`src/rtl/sd_sync_pkg.sv`:
```
package sd_sync_pkg;
  localparam int PIX_W = 10;

  typedef enum logic [1:0] {
    MODE_CODE    = 2'd0,
    MODE_HF_LOW  = 2'd1,
    MODE_HV      = 2'd2,
    MODE_HF_HIGH = 2'd3
  } sync_mode_e;

  typedef struct packed {
    logic f;
    logic v;
    logic h;
  } fvh_t;

  localparam logic [PIX_W-1:0] PRE_W0 = 10'h3FF;
  localparam logic [PIX_W-1:0] PRE_W1 = 10'h000;

  // protection check of the fourth code word
  function automatic logic xy_ok(input logic [PIX_W-1:0] w);
    logic f, v, h;
    f = w[8]; v = w[7]; h = w[6];
    return w[9] && (w[5:2] == {v ^ h, f ^ h, f ^ v, f ^ v ^ h});
  endfunction
endpackage

```
`src/rtl/sd_sync_pin_edge.sv`:
```
module sd_sync_pin_edge #(
  parameter int N = 4
) (
  input  logic         clk_i,
  input  logic         rst_ni,
  input  logic [N-1:0] pin_i,
  output logic [N-1:0] lvl_o,
  output logic [N-1:0] fall_o,
  output logic [N-1:0] rise_o
);
  logic [N-1:0] cur_q, prev_q;

  always_ff @(posedge clk_i or negedge rst_ni) begin
    if (!rst_ni) begin
      cur_q  <= '1;
      prev_q <= '1;
    end else begin
      cur_q  <= pin_i;
      prev_q <= cur_q;
    end
  end

  for (genvar i = 0; i < N; i++) begin : g_edge
    assign fall_o[i] = prev_q[i] & ~cur_q[i];
    assign rise_o[i] = ~prev_q[i] & cur_q[i];
  end

  assign lvl_o = cur_q;
endmodule

```
`src/rtl/sd_sync_code_parser.sv`:
```
module sd_sync_code_parser
  import sd_sync_pkg::*;
(
  input  logic             clk_i,
  input  logic             rst_ni,
  input  logic [PIX_W-1:0] pix_i,
  output logic             vld_o,
  output logic             f_chg_o,
  output fvh_t             fvh_o
);
  logic [PIX_W-1:0] w0_q, w1_q, w2_q;
  logic             vld_q, f_chg_q;
  fvh_t             fvh_q;
  logic             pre_hit, hit;

  assign pre_hit = (w2_q == PRE_W0) && (w1_q == PRE_W1) && (w0_q == PRE_W1);
  assign hit     = pre_hit && xy_ok(pix_i);

  always_ff @(posedge clk_i or negedge rst_ni) begin
    if (!rst_ni) begin
      w0_q    <= '0;
      w1_q    <= '0;
      w2_q    <= '0;
      vld_q   <= 1'b0;
      f_chg_q <= 1'b0;
      fvh_q   <= '0;
    end else begin
      w2_q  <= w1_q;
      w1_q  <= w0_q;
      w0_q  <= pix_i;
      vld_q <= hit;
      if (hit) begin
        f_chg_q <= pix_i[8] ^ fvh_q.f;
        fvh_q   <= '{f: pix_i[8], v: pix_i[7], h: pix_i[6]};
      end
    end
  end

  assign vld_o   = vld_q;
  assign f_chg_o = f_chg_q;
  assign fvh_o   = fvh_q;
endmodule

```
`src/rtl/sd_sync_pin_field.sv`:
```
module sd_sync_pin_field
  import sd_sync_pkg::*;
(
  input  sync_mode_e mode_i,
  input  logic       h_lvl_i,
  input  logic       h_fall_i,
  input  logic       v_fall_i,
  input  logic       f_lvl_i,
  input  logic       f_edge_i,
  output logic       evt_o,
  output logic       odd_o
);
  always_comb begin
    evt_o = 1'b0;
    odd_o = 1'b0;
    unique case (mode_i)
      MODE_HF_LOW: begin
        evt_o = f_edge_i & ~h_lvl_i;
        odd_o = ~f_lvl_i;
      end
      MODE_HF_HIGH: begin
        evt_o = f_edge_i & h_lvl_i;
        odd_o = ~f_lvl_i;
      end
      MODE_HV: begin
        // coincident fall -> odd; vsync fall under high hsync -> even
        evt_o = v_fall_i & (h_fall_i | h_lvl_i);
        odd_o = h_fall_i;
      end
      default: begin
        evt_o = 1'b0;
        odd_o = 1'b0;
      end
    endcase
  end
endmodule

```
`src/rtl/sd_sync_decoder.sv`:
```
module sd_sync_decoder
  import sd_sync_pkg::*;
#(
  parameter int VBL_LINES = 20
) (
  input  logic             clk_i,
  input  logic             rst_ni,
  input  logic [1:0]       mode_i,
  input  logic             master_i,
  input  logic             blank_en_i,
  input  logic [PIX_W-1:0] pix_i,
  input  logic             hsync_i,
  input  logic             vsync_i,
  input  logic             field_i,
  input  logic             blank_i,
  output logic             line_start_o,
  output logic             field_start_o,
  output logic             frame_start_o,
  output logic             odd_field_o,
  output logic             blank_o,
  output logic             drv_en_o,
  output logic             h_drv_o,
  output logic             v_drv_o,
  output logic             f_drv_o
);
  localparam int VC_W = $clog2(VBL_LINES + 1);
  localparam logic [VC_W-1:0] VC_MAX = VC_W'(VBL_LINES);

  sync_mode_e mode;
  assign mode = sync_mode_e'(mode_i);

  logic [3:0] p_lvl, p_fall, p_rise;
  sd_sync_pin_edge #(.N(4)) u_edge (
    .clk_i  (clk_i),
    .rst_ni (rst_ni),
    .pin_i  ({blank_i, field_i, vsync_i, hsync_i}),
    .lvl_o  (p_lvl),
    .fall_o (p_fall),
    .rise_o (p_rise)
  );

  logic code_vld, code_f_chg;
  fvh_t code_fvh;
  sd_sync_code_parser u_code (
    .clk_i   (clk_i),
    .rst_ni  (rst_ni),
    .pix_i   (pix_i),
    .vld_o   (code_vld),
    .f_chg_o (code_f_chg),
    .fvh_o   (code_fvh)
  );

  logic pin_evt, pin_odd;
  sd_sync_pin_field u_field (
    .mode_i   (mode),
    .h_lvl_i  (p_lvl[0]),
    .h_fall_i (p_fall[0]),
    .v_fall_i (p_fall[1]),
    .f_lvl_i  (p_lvl[2]),
    .f_edge_i (p_fall[2] | p_rise[2]),
    .evt_o    (pin_evt),
    .odd_o    (pin_odd)
  );

  logic ls_d, fs_d, odd_d, upd_d;
  always_comb begin
    if (mode == MODE_CODE) begin
      ls_d  = code_vld & code_fvh.h;
      fs_d  = code_vld & code_f_chg;
      odd_d = ~code_fvh.f;
      upd_d = code_vld;
    end else begin
      ls_d  = p_fall[0];
      fs_d  = pin_evt;
      odd_d = pin_odd;
      upd_d = pin_evt;
    end
  end

  logic            ls_q, fs_q, fr_q, odd_q;
  logic [VC_W-1:0] vcnt_q;

  always_ff @(posedge clk_i or negedge rst_ni) begin
    if (!rst_ni) begin
      ls_q   <= 1'b0;
      fs_q   <= 1'b0;
      fr_q   <= 1'b0;
      odd_q  <= 1'b1;
      vcnt_q <= '0;
    end else begin
      ls_q <= ls_d;
      fs_q <= fs_d;
      fr_q <= fs_d & odd_d;
      if (upd_d) odd_q <= odd_d;
      if (fs_d) vcnt_q <= '0;
      else if (ls_d && vcnt_q < VC_MAX) vcnt_q <= vcnt_q + 1'b1;
    end
  end

  always_comb begin
    if (mode == MODE_CODE) blank_o = code_fvh.h | code_fvh.v;
    else if (blank_en_i)   blank_o = ~p_lvl[3];
    else                   blank_o = ~p_lvl[0] | (vcnt_q < VC_MAX);
  end

  assign line_start_o  = ls_q;
  assign field_start_o = fs_q;
  assign frame_start_o = fr_q;
  assign odd_field_o   = odd_q;
  assign drv_en_o      = master_i & (mode == MODE_CODE);
  assign h_drv_o       = code_fvh.h;
  assign v_drv_o       = code_fvh.v;
  assign f_drv_o       = code_fvh.f;
endmodule

```
`config.mk`:
```
export PLATFORM = sky130hd
export DESIGN_NAME = sd_sync_decoder
export DESIGN_NICKNAME = d
export VERILOG_FILES = /design/src/rtl/sd_sync_pkg.sv /design/src/rtl/sd_sync_pin_edge.sv /design/src/rtl/sd_sync_code_parser.sv /design/src/rtl/sd_sync_pin_field.sv /design/src/rtl/sd_sync_decoder.sv
export SDC_FILE = /design/constraint.sdc
export NUM_CORES = 1
export LEC_CHECK = 0
export CORE_MARGIN = 2
export CORE_UTILIZATION = 30
export DETAILED_ROUTE_END_ITERATION = 8
export PLACE_DENSITY = 0.51
export SYNTH_ARGS = -nofsm -noshare
export SYNTH_HDL_FRONTEND = slang
export SYNTH_SLANG_ARGS = --single-unit
```
`constraint.sdc`:
```
create_clock -name clk_i -period 4.5 [get_ports clk_i]
set_input_delay 0.9 -clock clk_i [delete_from_list [all_inputs] [get_ports clk_i]]
set_output_delay 0.9 -clock clk_i [all_outputs]
set_load 0.05 [all_outputs]
```
# After elaboration in Yosys (flattened, before gate mapping)
# Cells that the tools add are included.
# totals
regBits,51
# op_classes
muxes,10
order_cmp,1
add_sub_neg,1
bitwise_logic,26
eq_ne,5
n_reduce_logical,10
# ops
cell,n
$logic_not A10 Y1,2
$and A1 B1 Y1,11
$eq A10 B10 Y1 const B,1
$mux W5,2
$mux W1,6
$not A1 Y1,6
$add A5 B1 Y5 const B,1
$logic_and A1 B1 Y1,5
$lt A5 B5 Y1 const B,1
$xor A1 B1 Y1,5
$eq A2 B2 Y1 const B,2
$eq A4 B4 Y1,1
$or A1 B1 Y1,4
$pmux W1 S3,1
$eq A2 B1 Y1 const B,1
$logic_not A2 Y1,1
$pmux W1 S2,1
$reduce_bool A2 Y1,1
$reduce_or A2 Y1,1

# Longest topological paths before layout
# Gate-level depths: netlist (run 1).
# depth
ltp_word,7
depth_mapped,5

# By module
# A second synthesis (run 1) with hierarchy kept.
# unflattened
hier_cells,140
area_unflattened_um2,1974.4
# modules_own_cells
module,area_per_inst_um2,instances,cells_per_inst,seq_area_each_um2
sd_sync_code_parser,1106.1,1,63,875.8
sd_sync_decoder,548.0,1,54,226.5
sd_sync_pin_edge,260.2,1,16,210.2
sd_sync_pin_field,60.1,1,7,0.0

# Least setup slack after synthesis (run 1)
# No wires, ideal clock.
# synth_path
path_kind,input port to output port
startpoint,in mode_i[0]
endpoint,out blank_o
cell_stages,3
arrival_ns,2.012
slack_ns,1.588
required_ns,3.600
cell_sequence,nor2_1 -> nor2_1 -> a21oi_1
# synth_via
elab_chain_len,2
# synth_lines
element,line,rtl
start: declaration,sd_sync_decoder.sv:8,"input logic [1:0] mode_i,"
$logic_not A2 Y1,sd_sync_decoder.sv:101,if (mode == MODE_CODE) blank_o = code_fvh.h | code_fvh.v;
$mux W1,sd_sync_decoder.sv:101,
end: declaration,sd_sync_decoder.sv:20,"output logic blank_o,"
# No other way between the ends.

# Worst setup path after layout (run 1)
# layout_path
startpoint,in mode_i[1]
endpoint,out blank_o
# Same word-level chain as after synthesis.

==> run summary, run 1 <==
leakage power -> 0.0009608 µW
post-synthesis cell type count -> 31
Post-Syn Area -> 0.001760 mm²
Starting Density -> 0.3158
DR vias -> 1,010
vias in the first global route -> 1,037
die width -> 80.61 µm
CP endpoint -> blank_o
Worst R2R Path Depth -> 5
Post-Synth Simple-Gate Area -> 0.1158
drt first pass iters -> 4
most common cell after layout, fill and taps aside -> dfrtp_1
io pins -> 29
HP Class -> register to register
unrepaired setup endpoints after global routing -> false
Metal-1 WL -> 1288 µm
Setup Fix Bufs, Post-CTS -> 0
final wirelength -> 2852 µm
gr usage total -> 0.1024
CP Launch Type -> input pin
status -> finished clean
root buffer cell -> clkbuf_8
largest family of logic cells by synthesized area -> simple AND/OR/NAND/NOR gates
clk slew on worst S/H paths -> 0.09 ns
Site Rows -> 27
top sig layer -> met4
most frequent cells in the layout -> 43 x dfrtp_1, 27 x clkdlybuf4s50_1, 9 x xor2_1, 8 x nor2_1, 8 x dfstp_2
Clock Path Buffers -> 2
Clock Skew -> 0.005371 ns
WHS -> 0.3710 ns
Yosys warnings -> 0
r2r startpoint -> u_code.w0_q[0]$_DFF_PN0_
post-synthesis cell count -> 118
Via-to-Cell Ratio -> 4.469
min Tclk post-route -> 3.662 ns
Post-CTS Hold Fix Bufs -> 0
CP Capture Type -> output pin
DP Area -> 0.002126 mm²
Fin. Hold Viols -> 0
area of the die -> 0.006497 mm²
crit path DAT -> 2.76 ns
drt initial violations -> 14
pins over their slew limit -> 0
H-tree Lvls -> 2
Die H -> 80.61 µm
GR Overflow Total -> 0
routed length on met2 -> 1388 µm
core box area -> 0.005574 mm²
Yosys reg bits -> 51
antenna violations before repair -> 0
R2R Path End -> u_code.fvh_o[1]$_DFFE_PN0P_
clk sinks -> 51
setup TNS -> 0 ns
average cell area after synthesis -> 14.92 µm²
Data required, critical path -> 3.60 ns
Area Overhead vs Synth -> 27.29%
share of the yosys chip area belonging to registers -> 0.7306
Worst VDD drop -> 0.0001609 V
DRC viols -> 0
post_cts resized -> 0
Cell Pwr Density -> 409.1 mW/mm²
Setup crit start -> mode_i[1]
Placer Congestion -> 0.8101
Max-cap violations -> 0
Clock Latency Late Sink -> 0.30 ns
Final period util -> 0.8137
per-cell routed wire length -> 12.62 µm
layout cells sized above 1 -> 0.1623
Synth Area in Compound Gates -> 0.04335
Least-Margin Pin Slew -> 1.049 ns
post-synthesis xor/xnor area fraction -> 0.04975
multiplexer share of the synthesized area -> 0.05117
# nets final -> 174
n_diodes -> 0
# port buffers -> 28
Mapped Nets -> 139
total CTS buffers -> 5
Max Clk Rate -> 273.1 MHz
post-DP HPWL -> 2166 µm
CTS tree -> done
critical path type -> input pin to output pin
Rel. slew slack -> 0.3005
Setup-failing EPs final -> 0
routed wl met3 -> 101 µm
Routed Antenna Nets -> 0
Adder-Cell Fraction of Synth Area -> 0.007107
Max FO, Critical Path -> 6
design area -> 0.002241 mm²
reg-to-reg setup timing slack -> 2.31 ns
largest net degree at the start of global routing -> 52
first-pass GRT wire length -> 4947 µm
-- through the flow --
| step | instances | power (µW) | utilization | setup WS (ns) |
|---|---|---|---|---|
| 2_1_floorplan | 118 | 568.1 | - | 1.588 |
| 3_3_place_gp | 218 | 614.7 | 0.3814 | 0.8696 |
| 3_5_place_dp | 218 | 618.4 | 0.3814 | 0.8392 |
| 4_1_cts | 226 | 931.3 | 0.4020 | 0.8268 |
| 5_1_grt | 226 | 966.6 | 0.4020 | 0.7138 |
| 6_report | 226 | 916.9 | 0.4020 | 0.8385 |
-- registers in the layout, summed over array words and instances (netlist names) --
register        cells
u_code.f_chg_o      1
u_code.fvh_o        3
u_code.w0_q        10
u_code.w2_q        10
odd_field_o         1
u_edge.prev_q       3
vcnt_q              5
frame_start_o       1
u_code.w1_q        10
field_start_o       1
u_code.vld_o        1
u_edge.lvl_o        4
line_start_o        1
-- layer usage --
layer / GRT usage / up-vias
met3: 0.02697 / 6
met2: 0.1558 / 23
met1: 0.1328 / 495
met4: 0.05593 / 0
li1: - / 486
met5: 0 / -
-- cells by family after synthesis --
logic type	count (synthesis)
flops	51
simple gates	37
xor+xnor	10
fa+ha+maj	1
buf+inv	1
mux	7
compound gates	11
-- area by class of cell --
type | instances | area [µm²]
Fill cell | 505 | 3333
Multi-Input combinational cell | 66 | 470.5
Tap cell | 72 | 90.09
Clock inverter | 3 | 46.29
Timing Repair Buffer | 28 | 275.3
Inverter | 1 | 3.754
Clock buffer | 5 | 68.82
Sequential cell | 51 | 1286
-- cell usage after synthesis, drive strengths merged --
cell type,n,area share
nor3,1,0.0028
a221oi,1,0.0050
nand4,3,0.011
a21oi,4,0.011
o2111ai,1,0.0050
a221o,1,0.0064
nor2,8,0.017
ha,1,0.0071
nand2,6,0.013
a31o,1,0.0050
and2,1,0.0036
dfrtp,43,0.61
nor4,3,0.011
o21ai,2,0.0057
mux2i,3,0.017
dfstp,8,0.12
nand2b,1,0.0036
or3,2,0.0078
or4,1,0.0043
nor4bb,1,0.0057
a41oi,1,0.0050
inv,1,0.0021
xnor2,1,0.0050
nand3,6,0.017
mux2,4,0.034
nor3b,1,0.0043
nor4b,1,0.0085
nor2b,1,0.0036
and3,1,0.0036
xor2,9,0.045
-- worst min path at each step --
stage	startpoint	to	slack, ns	cells past startpoint
after global placement	u_code.w0_q[9]$_DFF_PN0_	u_code.w1_q[9]$_DFF_PN0_	0.36	0
after global routing	u_edge.lvl_o[1]$_DFF_PN1_	u_edge.prev_q[1]$_DFF_PN1_	0.38	0
final	u_edge.lvl_o[1]$_DFF_PN1_	u_edge.prev_q[1]$_DFF_PN1_	0.37	0
after detailed placement	u_edge.lvl_o[1]$_DFF_PN1_	u_edge.prev_q[1]$_DFF_PN1_	0.36	0
after CTS	u_edge.lvl_o[1]$_DFF_PN1_	u_edge.prev_q[1]$_DFF_PN1_	0.37	0
after floorplan	u_edge.lvl_o[1]$_DFF_PN1_	u_edge.prev_q[1]$_DFF_PN1_	0.35	0
-- report_power, final --
| part | internal (µW) | switching (µW) | leakage [µW] |
|---|---|---|---|
| Combinational | 41.5 | 54.5 | 0.000295 |
| Sequential | 493 | 18.7 | 0.000611 |
| Clock | 167 | 142 | 0.0000548 |
| Total | 702 | 215 | 0.000961 |
-- critical path, cell delays in order --
cell and delay [ns]:
clkdlybuf4s50_1 0.49, nor2_1 0.33, nor2_1 0.09, a21oi_1 0.13, clkdlybuf4s50_1 0.82
No activity file was read; power rests on OpenSTA's default activity.
==> run 2: changes to the inputs <==
--- a/config.mk
+++ b/config.mk
@@ -8,7 +8,7 @@
 export CORE_MARGIN = 2
 export CORE_UTILIZATION = 30
 export DETAILED_ROUTE_END_ITERATION = 8
-export PLACE_DENSITY = 0.51
+export PLACE_DENSITY = 0.53
 export SYNTH_ARGS = -nofsm -noshare
 export SYNTH_HDL_FRONTEND = slang
 export SYNTH_SLANG_ARGS = --single-unit
==> constraint.sdc (replaced) <==
create_clock -name clk_i -period 3.12 [get_ports clk_i]
set_input_delay 0.624 -clock clk_i [delete_from_list [all_inputs] [get_ports clk_i]]
set_output_delay 0.624 -clock clk_i [all_outputs]
set_load 0.05 [all_outputs]
==> run 2 against run 1 <==
Clock skew is 0.0041 ns lower. Count of clock-buffer cells in the layout up 1. Utilization grew 0.067 points. Hold slack worse by 0.0029 ns. Die area unchanged. Combinational power up 53%. Global-route usage down 0.21 points. Worst setup slack got worse by 0.32 ns. First-iteration DRC count rose to 4.9 times the previous value. Final cell count stayed put. Via count increased by 3.1%. Register-to-register slack worse by 1.3 ns. Critical endpoint unchanged.
==> run summary, run 2 (synthesis gave the netlist of run 1 again) <==
Data required, critical path -> 2.50 ns (was 3.60 ns)
r2r startpoint -> u_code.w0_q[0]$_DFF_PN0_ (unchanged)
root buffer cell -> clkbuf_8 (unchanged)
Worst VDD drop -> 0.0002677 V (was 0.0001609 V)
Largest regs -> u_code.w0_q: 10 flops, u_code.w1_q: 10 flops, u_code.w2_q: 10 flops (unchanged)
Fin. Hold Viols -> 0 (unchanged)
WHS Endpoint -> u_edge.prev_q[1]$_DFF_PN1_ (unchanged)
Routed Antenna Nets -> 0 (unchanged)
Hold Path Origin -> u_edge.lvl_o[1]$_DFF_PN1_ (unchanged)
vias in the first global route -> 1,007 (was 1,037)
setup TNS -> 0 ns (unchanged)
final wirelength -> 2873 µm (was 2852 µm)
die width -> 80.61 µm (unchanged)
Starting Density -> 0.3158 (unchanged)
per-cell routed wire length -> 12.71 µm (was 12.62 µm)
core box area -> 0.005574 mm² (unchanged)
most frequent cells in the layout -> 43 x dfrtp_1, 25 x clkdlybuf4s50_1, 9 x xor2_1, 8 x nor2_1, 8 x dfstp_2 (was 43 x dfrtp_1, 27 x clkdlybuf4s50_1, 9 x xor2_1, 8 x nor2_1, 8 x dfstp_2)
WHS Path Cells -> 0 (unchanged)
clk slew on worst S/H paths -> 0.08 ns (was 0.09 ns)
leakage power -> 0.0009640 µW (was 0.0009608 µW)
Placer Congestion -> 0.7536 (was 0.8101)
Clock Latency Late Sink -> 0.30 ns (about the same)
first-pass GRT wire length -> 4733 µm (was 4947 µm)
Least-Margin Pin Slew -> 1.028 ns (was 1.049 ns)
H-tree Lvls -> 2 (unchanged)
Worst R2R Path Depth -> 5 (unchanged)
Clock Skew -> 0.001319 ns (was 0.005371 ns)
R2R Path End -> u_code.fvh_o[2]$_DFFE_PN0P_ (was u_code.fvh_o[1]$_DFFE_PN0P_)
Max FO, Critical Path -> 6 (unchanged)
antenna violations before repair -> 0 (unchanged)
Site Rows -> 27 (unchanged)
Die H -> 80.61 µm (unchanged)
CP dominant cell by count -> nor2_1
Setup crit start -> mode_i[1] (unchanged)
crit-path max cell delay -> 0.50 ns (was 0.82 ns)
CTS tree -> done (unchanged)
total CTS buffers -> 5 (unchanged)
Area Overhead vs Synth -> 27.51% (was 27.29%)
Via-to-Cell Ratio -> 4.606 (was 4.469)
crit path DAT -> 1.97 ns (was 2.76 ns)
post-layout util -> 0.4027 (was 0.4020)
Clock Path Buffers -> 2 (unchanged)
n_diodes -> 0 (unchanged)
Setup Fix Bufs, Post-CTS -> 0 (unchanged)
Setup-failing EPs final -> 0 (unchanged)
gr usage total -> 0.1003 (was 0.1024)
Cell Pwr Density -> 566.3 mW/mm² (was 409.1 mW/mm²)
Rel. slew slack -> 0.3148 (was 0.3005)
largest net degree at the start of global routing -> 52 (unchanged)
DP Area -> 0.002146 mm² (was 0.002126 mm²)
DR vias -> 1,041 (was 1,010)
pre-CTS setup slack -> 0.3478 ns (was 0.8392 ns)
io pins -> 29 (unchanged)
drt first pass iters -> 4 (unchanged)
Final period util -> 0.8323
HP Class -> register to register (unchanged)
# nets final -> 174 (unchanged)
min Tclk post-route -> 2.597 ns
Max-cap violations -> 0 (unchanged)
layout cells sized above 1 -> 0.1753 (was 0.1623)
design area -> 0.002245 mm² (was 0.002241 mm²)
pins over their slew limit -> 0 (unchanged)
setup ws final -> 0.5231 ns (was 0.8385 ns)
CP Capture Type -> output pin (unchanged)
Post-CTS Hold Fix Bufs -> 0 (unchanged)
# port buffers -> 28 (unchanged)
status -> finished clean (unchanged)
post-DP HPWL -> 2149 µm (was 2166 µm)
Max Clk Rate -> 385.1 MHz
most common cell after layout, fill and taps aside -> dfrtp_1 (unchanged)
crit-path cells -> clkdlybuf4s50_1 -> nor2_1 -> nor2_1 -> a21oi_1 -> buf_12 (was clkdlybuf4s50_1 -> nor2_1 -> nor2_1 -> a21oi_1 -> clkdlybuf4s50_1)
post_cts resized -> 0 (unchanged)
unrepaired setup endpoints after global routing -> false (unchanged)
area of the die -> 0.006497 mm² (unchanged)
GR Overflow Total -> 0 (unchanged)
reg-to-reg setup timing slack -> 1.02 ns (was 2.31 ns)
CP Launch Type -> input pin (unchanged)
critical path type -> input pin to output pin (unchanged)
CP max stage cell -> clkdlybuf4s50_1 (unchanged)
DRC viols -> 0 (unchanged)
drt initial violations -> 68 (was 14)
clk sinks -> 51 (unchanged)
-- run 2: cell count changes in the layout (fill, tap and decap cells not counted) --
cell	delta
buf_12	+2
clkinv_4	+1
clkbuf_8	+1
clkdlybuf4s50_1	-2
bufinv_16	-1
inv_6	-1
-- run 2: worst max path at each step --
stage,to,slack (ns),cells past startpoint
CTS,blank_o,0.53,5
floorplan,blank_o,0.73,5
finish,blank_o,0.52,5
global placement,u_code.f_chg_o$_DFFE_PN0P_,0.37,6
global route,blank_o,0.37,6
detailed placement,u_code.fvh_o[2]$_DFFE_PN0P_,0.35,6
-- run 2: worst max-delay path: cells and delay by family --
family / cells / cell delay [ns]
AO/OA/AOI/OAI: 1 / 0.24
buffers and inverters: 2 / 0.68
AND/OR/NAND/NOR: 2 / 0.43
-- run 2: report_power, final --
| part | internal (µW) | leakage (µW) | switching, µW |
|---|---|---|---|
| logic | 64.2 | 0.000305 | 82.3 |
| registers | 711 | 0.000611 | 27.1 |
| clock network | 181 | 0.0000474 | 206 |
| total | 956 | 0.000964 | 315 |
-- run 2: through the flow --
| stage | std cells | hold slack, ns | power (µW) |
|---|---|---|---|
| after global placement | 218 | 0.3571 | 890.7 |
| after CTS | 226 | 0.3713 | 1290 |
| after floorplan | 118 | 0.3284 | 819.3 |
| after global routing | 226 | 0.3769 | 1328 |
| after detailed placement | 218 | 0.3584 | 898.7 |
| final | 226 | 0.3681 | 1271 |
-- run 2: layout make-up --
cell class | instances | area (µm²)
clock buffer | 6 | 82.58
clock inverter | 2 | 16.27
fill | 514 | 3329
inverter | 1 | 3.754
multi-input combinational | 66 | 470.5
sequential | 51 | 1286
tap | 72 | 90.09
timing repair buffer | 28 | 295.3
-- run 2: routing by layer --
layer  vias up  wire, µm  track usage
met5         -         0            0
met4         0        74      0.06102
met3         5       142      0.03034
met2        25      1383       0.1450
met1       527      1271       0.1315
li1        484         -            -
==> run 3: changes to the inputs <==
--- a/config.mk
+++ b/config.mk
@@ -8,7 +8,7 @@
 export CORE_MARGIN = 2
 export CORE_UTILIZATION = 30
 export DETAILED_ROUTE_END_ITERATION = 8
-export PLACE_DENSITY = 0.53
+export PLACE_DENSITY = 0.51
 export SYNTH_ARGS = -nofsm -noshare
 export SYNTH_HDL_FRONTEND = slang
 export SYNTH_SLANG_ARGS = --single-unit
==> constraint.sdc (replaced) <==
create_clock -name clk_i -period 2.44 [get_ports clk_i]
set_input_delay 0.488 -clock clk_i [delete_from_list [all_inputs] [get_ports clk_i]]
set_output_delay 0.488 -clock clk_i [all_outputs]
set_load 0.05 [all_outputs]
==> run 3 against run 2 <==
Critical path depth up 1. Count of clock-buffer cells in the layout down 1. Non-clock buffer count up 6. Power up 26%. Sequential power up 28%. First-iteration DRC count down 28%. Utilization up 0.63 points. Sequential cell count unchanged. Clock power up 22%. Cell area up 1.6%. Final cell count up 2.7%. Clock skew up 0.0033 ns. Critical endpoint is now u_code.fvh_o[2]$_DFFE_PN0P_.
==> run summary, run 3 (synthesis gave the netlist of run 1 again) <==
status -> finished clean (unchanged)
clk sinks -> 51 (unchanged)
Routed Antenna Nets -> 0 (unchanged)
Fin. Hold Viols -> 0 (unchanged)
clk slew on worst S/H paths -> 0.09 ns (was 0.08 ns)
GR Overflow Total -> 0 (unchanged)
Clock Path Buffers -> 2 (unchanged)
CP max stage cell -> or4_1 (was clkdlybuf4s50_1)
Max FO, Critical Path -> 4 (was 6)
CP Capture Type -> register (was output pin)
root buffer cell -> clkbuf_8 (unchanged)
drt first pass iters -> 4 (unchanged)
design area -> 0.002280 mm² (was 0.002245 mm²)
Site Rows -> 27 (unchanged)
layout cells sized above 1 -> 0.2063 (was 0.1753)
Worst R2R Path Depth -> 5 (unchanged)
Largest regs -> u_code.w0_q: 10 flops, u_code.w1_q: 10 flops, u_code.w2_q: 10 flops (unchanged)
total power -> 1603 µW (was 1271 µW)
R2R Path End -> u_code.fvh_o[2]$_DFFE_PN0P_ (unchanged)
dpl cells -> 224 (was 218)
Cell Pwr Density -> 703.2 mW/mm² (was 566.3 mW/mm²)
crit path DAT -> 2.57 ns (was 1.97 ns)
most common cell after layout, fill and taps aside -> dfrtp_1 (unchanged)
Die H -> 80.61 µm (unchanged)
CTS tree -> done (unchanged)
critical path type -> input pin to register (was input pin to output pin)
CP Launch Type -> input pin (unchanged)
pre-CTS setup slack -> -0.2288 ns (was 0.3478 ns)
# port buffers -> 28 (unchanged)
reg-to-reg setup timing slack -> 0.24 ns (was 1.02 ns)
setup TNS -> 0 ns (unchanged)
Final period util -> 0.9768
leakage power -> 0.0009863 µW (was 0.0009640 µW)
DRC viols -> 0 (unchanged)
Via-to-Cell Ratio -> 4.517 (was 4.606)
min Tclk post-route -> 2.383 ns
HP Class -> input pin to asynchronous set/reset pin (was register to register)
largest net degree at the start of global routing -> 52 (unchanged)
Rel. slew slack -> 0.5997 (was 0.3148)
Setup-failing EPs final -> 0 (unchanged)
most frequent cells in the layout -> 43 x dfrtp_1, 25 x clkdlybuf4s50_1, 9 x xor2_1, 8 x nor2_1, 8 x dfstp_2 (unchanged)
final wirelength -> 3072 µm (was 2873 µm)
post-DP HPWL -> 2302 µm (was 2149 µm)
die width -> 80.61 µm (unchanged)
Placer Congestion -> 0.7482 (was 0.7536)
antenna violations before repair -> 0 (unchanged)
Least-Margin Pin Slew -> 0.6004 ns (was 1.028 ns)
met3 Use GR -> 0.02921 (was 0.03034)
Clock Latency Late Sink -> 0.30 ns (about the same)
H-tree Lvls -> 2 (unchanged)
# nets final -> 180 (was 174)
crit-path cells -> clkdlybuf4s50_1 -> nor4bb_1 -> nand4_1 -> or4_1 -> a221o_2 -> mux2_4 (was clkdlybuf4s50_1 -> nor2_1 -> nor2_1 -> a21oi_1 -> buf_12)
Fillers -> 539 (was 514)
first-pass GRT wire length -> 5340 µm (was 4733 µm)
GRT busiest layer -> met2 (unchanged)
Max Clk Rate -> 419.6 MHz
multi-input logic area -> 470.5 µm² (unchanged)
met1 GRT Util -> 0.1518 (was 0.1315)
Worst VDD drop -> 0.0003097 V (was 0.0002677 V)
DR vias -> 1,048 (was 1,041)
total CTS buffers -> 5 (unchanged)
DP Area -> 0.002191 mm² (was 0.002146 mm²)
met2 Usage GRT -> 0.1633 (was 0.1450)
unrepaired setup endpoints after global routing -> false (unchanged)
storage element area -> 0.001286 mm² (unchanged)
Data required, critical path -> 2.63 ns (was 2.50 ns)
setup ws final -> 0.05651 ns (was 0.5231 ns)
Starting Density -> 0.3158 (unchanged)
Non-Filler Instances -> 232 (was 226)
area of the die -> 0.006497 mm² (unchanged)
vias in the first global route -> 1,096 (was 1,007)
core box area -> 0.005574 mm² (unchanged)
Max-cap violations -> 0 (unchanged)
pins over their slew limit -> 0 (unchanged)
Clock Skew -> 0.004596 ns (was 0.001319 ns)
Area Overhead vs Synth -> 29.50% (was 27.51%)
crit-path max cell delay -> 0.48 ns (was 0.50 ns)
gr usage total -> 0.1121 (was 0.1003)
per-cell routed wire length -> 13.24 µm (was 12.71 µm)
n_diodes -> 0 (unchanged)
drt initial violations -> 49 (was 68)
r2r startpoint -> u_code.w0_q[0]$_DFF_PN0_ (unchanged)
io pins -> 29 (unchanged)
Post-CTS Hold Fix Bufs -> 0 (unchanged)
## run 3: changes by cell type in the layout (fill, tap and decap cells not counted), sizes merged
cell | previous run | this run
clkbuf | 6 | 5
buf | 3 | 9
clkinvlp | 1 | 2
## run 3: worst max-delay path by stage
| stage | to | from | slack [ns] | depth (start not counted) |
|---|---|---|---|---|
| floorplan | blank_o | vcnt_q[2]$_DFFE_PN0P_ | 0.19 | 5 |
| global placement | u_code.f_chg_o$_DFFE_PN0P_ | pix_i[9] | -0.17 | 6 |
| detailed placement | u_code.fvh_o[2]$_DFFE_PN0P_ | pix_i[9] | -0.23 | 6 |
| CTS | blank_o | vcnt_q[2]$_DFFE_PN0P_ | 0.05 | 6 |
| global route | u_code.fvh_o[2]$_DFFE_PN0P_ | pix_i[9] | 0.02 | 6 |
| finish | u_code.fvh_o[2]$_DFFE_PN0P_ | pix_i[9] | 0.06 | 6 |
## run 3: worst max-delay path: cells and delay by family
kind / cells / cell delay [ns]
AO/OA/AOI/OAI: 1 / 0.39
AND/OR/NAND/NOR: 3 / 0.91
multiplexers: 1 / 0.31
buffers and inverters: 1 / 0.47
## run 3: cell type report
type                    instances  area share
clock buffers                   5     0.03019
clock inverters                 3    0.008782
inverters                       1    0.001647
multi-input cells              66      0.2064
flip-flops and latches         51      0.5642
well taps                      72     0.03952
repair buffers                 34      0.1493
## run 3: report_power, final
part	internal [µW]	total (µW)	switching, µW	leakage, µW
logic	86.7	188	101	0.000335
registers	909	944	35.3	0.000611
clock network	200	471	271	0.0000402
total	1200	1600	408	0.000986
## run 3: layer usage
metal	up-vias	part of all wire
met1	517	0.46
met3	8	0.037
met4	0	0.023
li1	496	-
met5	-	0
met2	27	0.48
## run 3: repair_timing
item / CTS / global route
resized for setup: 0 / 1
setup endpoints to repair: 0 / 1
buffers inserted: 0 / 0
endpoints found under the hold margin: 0 / 0
## run 3: through the flow
step	util	hold WS, ns
6_report	0.4090	0.2740
5_1_grt	0.4090	0.3102
4_1_cts	0.4090	0.2940
3_5_place_dp	0.3930	0.3626
3_3_place_gp	0.3930	0.3582
2_1_floorplan	-	0.1924
